**src/rtl/ep_stat_pkg.sv**
```systemverilog
package ep_stat_pkg;

  typedef enum logic [1:0] {
    CMD_NONE,
    CMD_STALL,
    CMD_UNSTALL,
    CMD_READ
  } cmd_kind_e;

  // Field order equals the bit order of the status word (bit 7 down to bit 1)
  typedef struct packed {
    logic stall;
    logic full1;
    logic full0;
    logic pid;
    logic ovw;
    logic setp;
    logic cpu_sel;
  } ep_stat_t;

  function automatic cmd_kind_e cmd_kind(input logic [7:0] code);
    case (code[7:4])
      4'h4:    return CMD_STALL;
      4'h5:    return CMD_READ;
      4'h8:    return CMD_UNSTALL;
      default: return CMD_NONE;
    endcase
  endfunction

  function automatic logic [7:0] stat_word(input ep_stat_t s);
    return {s, 1'b0};
  endfunction

  function automatic logic buf_full(input ep_stat_t s, input logic sel);
    return sel ? s.full1 : s.full0;
  endfunction

  function automatic logic both_full(input ep_stat_t s);
    return s.full0 & s.full1;
  endfunction

endpackage

```
**src/rtl/ep_cmd_decode.sv**
```systemverilog
module ep_cmd_decode
  import ep_stat_pkg::*;
#(
  parameter int NUM_EP = 16,
  localparam int EPW   = $clog2(NUM_EP)
) (
  input  logic              cmd_valid,
  input  logic [7:0]        cmd_code,
  output logic [NUM_EP-1:0] stall_oh,
  output logic [NUM_EP-1:0] unstall_oh,
  output logic [NUM_EP-1:0] read_oh,
  output logic              read_any,
  output logic [EPW-1:0]    read_sel
);

  cmd_kind_e  kind;
  logic [3:0] idx;

  assign kind     = cmd_kind(cmd_code);
  assign idx      = cmd_code[3:0];
  assign read_sel = cmd_code[EPW-1:0];

  always_comb begin
    for (int i = 0; i < NUM_EP; i++) begin
      stall_oh[i]   = cmd_valid && (kind == CMD_STALL)   && (idx == 4'(i));
      unstall_oh[i] = cmd_valid && (kind == CMD_UNSTALL) && (idx == 4'(i));
      read_oh[i]    = cmd_valid && (kind == CMD_READ)    && (idx == 4'(i));
    end
  end

  assign read_any = |read_oh;

endmodule

```
**src/rtl/ep_slot.sv**
```systemverilog
module ep_slot
  import ep_stat_pkg::*;
#(
  parameter bit IS_CTRL = 1'b0
) (
  input  logic       clk,
  input  logic       rst_n,
  input  logic       stall_req,
  input  logic       unstall_req,
  input  logic       read_req,
  input  logic       pkt_hit,
  input  logic       pkt_pid,
  input  logic       setup_hit,
  input  logic       done_hit,
  input  logic       drain_hit,
  output logic [7:0] status,
  output logic       irq
);

  ep_stat_t st, st_n;
  logic     usb_sel, usb_sel_n;
  logic     busy, busy_n;
  logic     irq_n;

  // named internal events
  logic accept;
  logic drain_ok;
  logic ovw_clr;
  logic ovw_set;

  assign accept   = pkt_hit && !both_full(st);
  assign drain_ok = drain_hit && buf_full(st, st.cpu_sel);
  assign ovw_set  = IS_CTRL && setup_hit && st.setp;
  assign ovw_clr  = read_req && !busy;

  always_comb begin
    st_n      = st;
    usb_sel_n = usb_sel;
    busy_n    = busy;
    irq_n     = irq;

    // stall: SETUP token has the last word
    if (unstall_req) st_n.stall = 1'b0;
    if (stall_req)   st_n.stall = 1'b1;
    if (setup_hit)   st_n.stall = 1'b0;

    // CPU side drain
    if (drain_ok) begin
      if (st.cpu_sel) st_n.full1 = 1'b0;
      else            st_n.full0 = 1'b0;
      st_n.cpu_sel = ~st.cpu_sel;
      st_n.setp    = 1'b0;
    end

    // USB side fill
    if (accept) begin
      if (usb_sel) st_n.full1 = 1'b1;
      else         st_n.full0 = 1'b1;
      usb_sel_n = ~usb_sel;
      st_n.pid  = pkt_pid;
    end

    // setup bookkeeping
    if (IS_CTRL) begin
      if (done_hit)  busy_n = 1'b0;
      if (setup_hit) begin
        busy_n    = 1'b1;
        st_n.setp = 1'b1;
      end
    end
    if (ovw_clr) st_n.ovw = 1'b0;
    if (ovw_set) st_n.ovw = 1'b1;

    // interrupt: set wins over read clear
    if (read_req) irq_n = 1'b0;
    if (accept)   irq_n = 1'b1;
  end

  always_ff @(posedge clk or negedge rst_n) begin
    if (!rst_n) begin
      st      <= '0;
      usb_sel <= 1'b0;
      busy    <= 1'b0;
      irq     <= 1'b0;
    end else begin
      st      <= st_n;
      usb_sel <= usb_sel_n;
      busy    <= busy_n;
      irq     <= irq_n;
    end
  end

  assign status = stat_word(st);

  AST_SETUP_UNSTALL: assert property (@(posedge clk) disable iff (!rst_n)
    setup_hit |=> !st.stall);
  AST_STALL_SET: assert property (@(posedge clk) disable iff (!rst_n)
    stall_req && !setup_hit |=> st.stall);
  AST_UNSTALL_CLR: assert property (@(posedge clk) disable iff (!rst_n)
    unstall_req && !stall_req |=> !st.stall);
  AST_READ_CLR_IRQ: assert property (@(posedge clk) disable iff (!rst_n)
    read_req && !pkt_hit |=> !irq);
  AST_ACCEPT_IRQ: assert property (@(posedge clk) disable iff (!rst_n)
    pkt_hit && !(st.full0 && st.full1) |=> irq && (st.full0 || st.full1));
  AST_FULL_HOLD: assert property (@(posedge clk) disable iff (!rst_n)
    pkt_hit && st.full0 && st.full1 && !drain_hit |=> st.full0 && st.full1 && $stable(st.pid));
  AST_FULL_NO_IRQ: assert property (@(posedge clk) disable iff (!rst_n)
    pkt_hit && st.full0 && st.full1 && !irq && !read_req |=> !irq);
  AST_PINGPONG: assert property (@(posedge clk) disable iff (!rst_n)
    buf_full(st, usb_sel) |-> (st.full0 && st.full1));
  AST_DRAIN_TOGGLE: assert property (@(posedge clk) disable iff (!rst_n)
    drain_hit && buf_full(st, st.cpu_sel) |=> st.cpu_sel != $past(st.cpu_sel));
  AST_DRAIN_EMPTY: assert property (@(posedge clk) disable iff (!rst_n)
    drain_hit && !buf_full(st, st.cpu_sel) |=> $stable(st.cpu_sel));
  AST_OVW_HOLD: assert property (@(posedge clk) disable iff (!rst_n)
    read_req && busy && st.ovw |=> st.ovw);

  generate
    if (IS_CTRL) begin : g_ctrl_chk
      AST_SETP_SET: assert property (@(posedge clk) disable iff (!rst_n)
        setup_hit |=> st.setp);
      AST_OVW_SET: assert property (@(posedge clk) disable iff (!rst_n)
        setup_hit && st.setp |=> st.ovw);
    end
  endgenerate

endmodule

```
**src/rtl/ep_status_port.sv**
```systemverilog
module ep_status_port #(
  parameter int NUM_EP = 16,
  localparam int EPW   = $clog2(NUM_EP)
) (
  input  logic                   clk,
  input  logic                   rst_n,
  input  logic                   read_any,
  input  logic [EPW-1:0]         read_sel,
  input  logic [NUM_EP-1:0][7:0] status_all,
  output logic                   rd_valid,
  output logic [7:0]             rd_word
);

  always_ff @(posedge clk or negedge rst_n) begin
    if (!rst_n) begin
      rd_valid <= 1'b0;
      rd_word  <= 8'h00;
    end else begin
      rd_valid <= read_any;
      if (read_any) rd_word <= status_all[read_sel];
    end
  end

  AST_RD_PULSE: assert property (@(posedge clk) disable iff (!rst_n)
    read_any |=> rd_valid);
  AST_RD_QUIET: assert property (@(posedge clk) disable iff (!rst_n)
    !read_any |=> !rd_valid);

endmodule

```
**src/rtl/ep_stat_tracker.sv**
```systemverilog
module ep_stat_tracker
  import ep_stat_pkg::*;
#(
  parameter int NUM_EP  = 16,
  parameter int NUM_CTRL = 2,
  localparam int EPW    = $clog2(NUM_EP)
) (
  input  logic              clk,
  input  logic              rst_n,
  input  logic              cmd_valid,
  input  logic [7:0]        cmd_code,
  output logic              rd_valid,
  output logic [7:0]        rd_word,
  input  logic              pkt_valid,
  input  logic [EPW-1:0]    pkt_ep,
  input  logic              pkt_pid,
  input  logic              setup_valid,
  input  logic              setup_done,
  input  logic [EPW-1:0]    setup_ep,
  input  logic              drain_valid,
  input  logic [EPW-1:0]    drain_ep,
  output logic [NUM_EP-1:0] irq
);

  logic [NUM_EP-1:0]      stall_oh, unstall_oh, read_oh;
  logic                   read_any;
  logic [EPW-1:0]         read_sel;
  logic [NUM_EP-1:0]      pkt_oh, setup_oh, done_oh, drain_oh;
  logic [NUM_EP-1:0][7:0] status_all;

  ep_cmd_decode #(.NUM_EP(NUM_EP)) u_dec (
    .cmd_valid  (cmd_valid),
    .cmd_code   (cmd_code),
    .stall_oh   (stall_oh),
    .unstall_oh (unstall_oh),
    .read_oh    (read_oh),
    .read_any   (read_any),
    .read_sel   (read_sel)
  );

  always_comb begin
    for (int i = 0; i < NUM_EP; i++) begin
      pkt_oh[i]   = pkt_valid   && (pkt_ep   == EPW'(i));
      setup_oh[i] = setup_valid && (setup_ep == EPW'(i));
      done_oh[i]  = setup_done  && (setup_ep == EPW'(i));
      drain_oh[i] = drain_valid && (drain_ep == EPW'(i));
    end
  end

  generate
    for (genvar g = 0; g < NUM_EP; g++) begin : g_ep
      ep_slot #(.IS_CTRL(g < NUM_CTRL)) u_slot (
        .clk         (clk),
        .rst_n       (rst_n),
        .stall_req   (stall_oh[g]),
        .unstall_req (unstall_oh[g]),
        .read_req    (read_oh[g]),
        .pkt_hit     (pkt_oh[g]),
        .pkt_pid     (pkt_pid),
        .setup_hit   (setup_oh[g]),
        .done_hit    (done_oh[g]),
        .drain_hit   (drain_oh[g]),
        .status      (status_all[g]),
        .irq         (irq[g])
      );
    end
  endgenerate

  ep_status_port #(.NUM_EP(NUM_EP)) u_port (
    .clk        (clk),
    .rst_n      (rst_n),
    .read_any   (read_any),
    .read_sel   (read_sel),
    .status_all (status_all),
    .rd_valid   (rd_valid),
    .rd_word    (rd_word)
  );

  AST_ONE_READ: assert property (@(posedge clk) disable iff (!rst_n)
    $onehot0(read_oh));

endmodule

```
**config.mk**
```make
export PLATFORM = sky130hd
export DESIGN_NAME = ep_stat_tracker
export DESIGN_NICKNAME = d
export VERILOG_FILES = /design/src/rtl/ep_stat_pkg.sv /design/src/rtl/ep_cmd_decode.sv /design/src/rtl/ep_slot.sv /design/src/rtl/ep_status_port.sv /design/src/rtl/ep_stat_tracker.sv
export SDC_FILE = /design/constraint.sdc
export NUM_CORES = 1
export LEC_CHECK = 0
export BUFFER_PORTS_ARGS = -buffer_cell sky130_fd_sc_hd__buf_2
export CORE_MARGIN = 3
export CORE_UTILIZATION = 35
export CTS_CLUSTER_DIAMETER = 150
export DETAILED_ROUTE_END_ITERATION = 7
export PLACE_DENSITY = 0.61
export SETUP_SLACK_MARGIN = 0.5
export SYNTH_ARGS = -nofsm -noshare
export SYNTH_HDL_FRONTEND = slang
export SYNTH_SLANG_ARGS = --single-unit
```
**constraint.sdc**
```tcl
create_clock -name clk -period 1.8 [get_ports clk]
set_input_delay 0.36 -clock clk [delete_from_list [all_inputs] [get_ports clk]]
set_output_delay 0.36 -clock clk [all_outputs]
set_load 0.02 [all_outputs]
```
---- Word level (Yosys, flattened, before mapping) ----
Index checks and enable logic that the tools add are counted.
operators by class
  magnitude comparators ................... 1
  equality and inequality tests ........... 66
  multiplexer cells ....................... 207
  bitwise operators ....................... 48
  reductions and logical operators ........ 198
operators with widths
  operator            number
  $mux 1              170
  $logic_and 1x1->1   137
  $eq 4x4->1 const B  33
  $eq 4x3->1 const B  18
  $mux 3              16
  $reduce_bool 3->1   16
  $reduce_bool 2->1   22
  $mux 2              18
  $bmux 8 s4          1
  $eq 4x2->1 const B  8
  $not 1->1           32
  $logic_not 1->1     18
  $and 1x1->1         16
  $eq 4x1->1 const B  4
  $logic_not 4->1     4
  $reduce_or 16->1    1
  $mux 8              1
  $pmux 2 s3          1
  $lt 4x5->1 const B  1
  $eq 2x2->1 const B  2
  $eq 2x1->1 const B  1
word-level totals
  flip-flop bits (word level) ............. 127
  input bits .............................. 28
  output and inout bits ................... 25
  logic and storage cells ................. 640

---- Depth between registers and ports, before layout ----
  depth in word-level cells ............... 8
  mapped depth ............................ 7

---- Modules after synthesis ----
Synthesis repeated with hierarchy kept, for this count alone.
unflattened totals
  cell total of the unflattened synthesis .. 703
  area, all modules ....................... 7,494.7 µm²
by module, submodules not included
  module                         instances  cells each  area each (µm²)  sequential area each (µm²)
  ep_slot (g_ep[10].u_slot ...)  14         26          310.3            175.2
  ep_status_port                 1          90          1,357.6          225.2
  ep_slot (g_ep[0].u_slot ...)   2          34          409.1            250.2
  ep_cmd_decode                  1          88          519.2            0.0
  ep_stat_tracker                1          93          455.4            0.0

---- Worst setup path after synthesis ----
Ideal clock, no wire load.
  path type ............................... input port to flip-flop
  from .................................... input cmd_code[3]
  to ...................................... register u_port.rd_word[5]
  library setup time ...................... 0.121 ns
  data arrival time ....................... 1.564 ns
  data required time ...................... 1.679 ns
  slack ................................... 0.115 ns
  stages .................................. 5
  path buffers ............................ 1
  cell sequence ........................... buf_4 -> mux4_2 -> nor2b_1 -> a211o_1 -> a22o_1
between the ends
  cells in the longest elaborated chain, start to end .. 3
RTL lines
  item                                line                   text
  start, declared                     ep_stat_tracker.sv:11  input logic [7:0] cmd_code,
  $eq 4x1->1 (tied with other cells)  ep_cmd_decode.sv:27    read_oh[i] = cmd_valid && (kind == CMD_READ) && (idx == 4'(i));
  $logic_and 1x1->1                   ep_cmd_decode.sv:27
  $reduce_or 16->1                    ep_cmd_decode.sv:31    assign read_any = |read_oh;
  end signal, assigned                ep_status_port.sv:20   if (read_any) rd_word <= status_all[read_sel];
  end, declared                       ep_status_port.sv:11   output logic [7:0] rd_word
Several ways; a longest one is shown, not always the timed one. The select of a mux whose other input is x is not followed.
A chain may end at the register's enable or synchronous reset.

---- Worst setup path after layout ----
  from .................................... register g_ep[6].u_slot.st (netlist bit g_ep[6].u_slot.status[6])
  to ...................................... register u_port.rd_word[6]
between the ends
  cells in the longest elaborated chain, start to end .. 2
RTL lines
  item                          line                  text
  start, declared               ep_slot.sv:20         ep_stat_t st, st_n;
  start signal, assigned        ep_slot.sv:86         st <= st_n;
  $bmux 8 s4                    ep_status_port.sv:20
  $mux 8 (not written as such)  ep_status_port.sv:20
Every way passes these cells. The select of a mux whose other input is x is not followed.

==> reports/qor.tcl <==
set qor(number_of_cells_traversed_by_the_worst_register_to_register_path) 3
set qor(fin_hold_viols) 0
set qor(synthesis.nets) 597
set qor(worst_setup_path_startpoint) {g_ep[6].u_slot.status[6]}
set qor(n_antenna_cell) 0
set qor(synth_top_cells_by_count) {sky130_fd_sc_hd__dfrtp_1, sky130_fd_sc_hd__nand2_1, sky130_fd_sc_hd__o21ai_0}
set qor(ir_drop_mv) 1.04
set qor(final.setup_skew_ns) 0.00893
set qor(drt_iter0_markers) 452
set qor(internal_power_w) 0.00762
set qor(status) {finished clean}
set qor(worst_skew_pair.late_latency_ns) 0.42
set qor(grt_pass1_wl_um) 27500
set qor(number_of_ports_placed_on_the_die_boundary) 53
set qor(setup_ws_ns) 0.256
set qor(synthDistinctLibCells) 44
set qor(area_growth_pct) 29.9
set qor(synth.yosys.warnings) 0
set qor(grt_start_max_net_pins) 38
set qor(cap_viol_max_count) 0
set qor(clk_pin_slew_ns) 0.05
set qor(synth_largest_type_area_fraction_pct) 51.2
set qor(timing.critical_path.from_type) {flop}
set qor(detail_route.vias_per_cell) 5.53
set qor(htree_num_levels) 4
set qor(synthDominantAreaCellType) {sky130_fd_sc_hd__dfrtp_1}
set qor(cts_num_sinks) 126
set qor(timing_max_transition_violations_final) 0
set qor(mappedNetlistArea_sq_um) 6160
set qor(timing.critical_path.cells) {mux4_2 > a211o_1 > a22o_1}
set qor(crit_path_top_delay_cell) {sky130_fd_sc_hd__mux4_2}
set qor(cp_max_fo) 4
set qor(crit_path_max_incr_delay_ns) 0.50
set qor(total_switching_power_w) 0.00347
set qor(area_of_all_placed_cells_without_fillers_sq_um) 8010
set qor(postSynthAreaPerCell_sq_um) 10.8
set qor(worst-slew-pin-transition_ns) 0.538
set qor(hpwl_um) 12700
set qor(ys_ff_latch) 126
set qor(synth_enable_flop_cells) 0
set qor(worst_setup_path_endpoint) {u_port.rd_word[6]}
set qor(numPortBuffers) 51
set qor(initial_cell_density_of_the_core_pct) 36.4
set qor(synth-seq-area-share_pct) 51.2
set qor(grt_antenna_before_repair) 0
set qor(setup-violations-final) 0
set qor(cts_tree) {built}
set qor(clock_path_buffers) 2
set qor(r2r_setup_slack_ns) 0.26
set qor(place_worst_setup_slack_ns) -0.0817
set qor(postSynth.topFlopCell) {sky130_fd_sc_hd__dfrtp_1}
set qor(crit_path_end_kind) {flop}
set qor(nets) 697
set qor(slew_hr_pct) 64.0
set qor(wl_per_cell_um) 19.4
set qor(power.density_cell_area_nw_per_um2) 1390
set qor(die_area_sq_um) 19200
set qor(timing_worst_setup_path_type) {reg -> reg}
set qor(grt_setup_unrepaired) {true}
set qor(rr_endpoint) {u_port.rd_word[6]}
set qor(cts-root-buf) {sky130_fd_sc_hd__clkbuf_16}
set qor(required_ns) 2.11
set qor(fin_crit_period_ns) 1.54
set qor(cts-buffers-inserted) 17
set qor(drt.antenna.violating_nets) 0
set qor(power_frac_comb_pct) 26.0
set qor(p_sw_share_pct) 31.3
set qor(place_congestion) 0.897
set qor(die_y_um) 139
set qor(power_frac_clock_pct) 30.3
set qor(netlist_instances) 569
set qor(via_count_of_the_first_global_routing_pass) 4975
set qor(maxClockFrequency_ghz) 0.648
set qor(timing.rr.start) {g_ep[6].u_slot.status[6]}
set qor(crit_arrival_ns) 1.85
set qor(detailed_place.area_sq_um) 6870
set qor(fp.dieW_um) 139
set qor(hold_path_class) {in -> reg}
set qor(drcViolationCount) 0
set qor(drive_gt1_share_pct) 33.9
set qor(netlist_top_cells_area) {sky130_fd_sc_hd__dfrtp_1, sky130_fd_sc_hd__mux4_2, sky130_fd_sc_hd__o21ai_0}
set qor(num_vias) 4989
set qor(post-synth-top-count-cell) {sky130_fd_sc_hd__dfrtp_1}
set qor(post-route-period-util_pct) 85.8
set qor(grtUsageTotal_pct) 18.3
set qor(placementRows) 47
set qor(globalRoute.totalOverflow) 0
set qor(async_flop_share_pct) 100
set qor(seqPwrFrac_pct) 43.7
set qor(leakage_nw) 3.46
set qor(core_area_sq_um) 16900
set qor(drt-pass1-iter-count) 4
set qor(route.final.wire_length_um) 17500
-- final cells by class --
cell class	count	area, sq um
tap	220	275
clock inverter	11	115
sequential	126	3160
inverter	17	63.8
timing repair buffer	127	1070
fill	1567	8930
clock buffer	21	470
multi-input combinational	380	2860
-- state kept, by name, summed over array words and instances, names as in the netlist --
signal	count
g_ep.u_slot.status	84
g_ep.u_slot.irq	16
g_ep.u_slot.usb_sel	16
u_port.rd_word	7
g_ep.u_slot.busy	2
u_port.rd_valid	1
-- metal layers --
metal	track usage (%)	part of all wire, %	vias to the layer above
met4	7.21	2.6	0
met3	4.03	5.6	29
met2	29.1	48	164
met5	0	0	-
met1	24.5	43	2515
li1	-	-	2281
-- through the flow --
stage                     total power (W)  std cells  TNS (ns)  hold WS (ns)  util, %
after floorplan                   0.00630        569         0        0.0644        -
after global placement            0.00693        833   -0.0198         0.315     40.5
after detailed placement          0.00707        833    -0.107         0.322     40.5
after CTS                          0.0110        894         0         0.294     46.3
after global routing               0.0117        902         0         0.331     47.3
final                              0.0111        902         0         0.308     47.3
-- what timing repair did --
item / CTS / global route
setup buffers: 28 / 8
setup endpoints to repair: 34 / 51
pin swaps: 1 / 3
hold buffers: 1 / 0
endpoints found under the hold margin: 24 / 0
resized for setup: 56 / 21
-- power groups by stage --
stage	registers (W)	logic (W)	clock network, W
6_report	0.00484	0.00288	0.00336
3_3_place_gp	0.00487	0.00206	0
2_1_floorplan	0.00458	0.00172	0
4_1_cts	0.00479	0.00277	0.00343
5_1_grt	0.00497	0.00315	0.00356
3_5_place_dp	0.00491	0.00216	0
-- cells by family (layout without fill, tap and decap cells) --
kind of cell / Yosys count / in the layout / synth area share (%)
other: 1 / 1 / 0.0608
buffers and inverters: 63 / 176 / 5.42
DFF: 126 / 126 / 51.2
xor gates and xnor gates: 16 / 16 / 2.27
muxes: 42 / 42 / 11.2
AOI/OAI and AO/OA: 164 / 164 / 17.6
and+or+nand+nor: 157 / 157 / 12.3
-- worst max-delay path: cells and delay by family (launching register included) --
kind            cells  cell delay (ns)
compound gates      2             0.51
flops               1             0.43
mux                 1             0.50
-- worst min path at each step --
stage                     from             endpoint  slack, ns  cells past startpoint
finish              setup_done  g_ep[1].u_slot.busy       0.31                      4
global route        setup_done  g_ep[0].u_slot.busy       0.33                      4
CTS                 setup_done  g_ep[0].u_slot.busy       0.29                      4
detailed placement       rst_n  g_ep[14].u_slot.irq       0.32                      1
global placement         rst_n  g_ep[14].u_slot.irq       0.31                      1
floorplan                rst_n  g_ep[0].u_slot.busy       0.06                      0
-- layout by cell type, fill, tap and decap left out, types with 14 or more instances in the layout --
| cell | netlist | routed |
|---|---|---|
| sky130_fd_sc_hd__dfrtp_1 | 126 | 123 |
| sky130_fd_sc_hd__buf_4 | 20 | 70 |
| sky130_fd_sc_hd__nand2_1 | 64 | 62 |
| sky130_fd_sc_hd__o21ai_1 | 0 | 30 |
| sky130_fd_sc_hd__buf_6 | 2 | 26 |
| sky130_fd_sc_hd__a21oi_1 | 25 | 25 |
| sky130_fd_sc_hd__buf_2 | 5 | 24 |
| sky130_fd_sc_hd__nor2_1 | 25 | 20 |
| sky130_fd_sc_hd__mux4_2 | 20 | 20 |
| sky130_fd_sc_hd__o21ai_0 | 49 | 19 |
| sky130_fd_sc_hd__nand3_1 | 19 | 17 |
| sky130_fd_sc_hd__inv_1 | 17 | 17 |
| sky130_fd_sc_hd__clkbuf_16 | 0 | 17 |
| sky130_fd_sc_hd__xnor2_1 | 16 | 16 |
| sky130_fd_sc_hd__a31oi_1 | 16 | 16 |
| sky130_fd_sc_hd__mux2_2 | 16 | 16 |
| sky130_fd_sc_hd__o31ai_1 | 15 | 14 |
No activity file was read; power rests on OpenSTA's default activity.
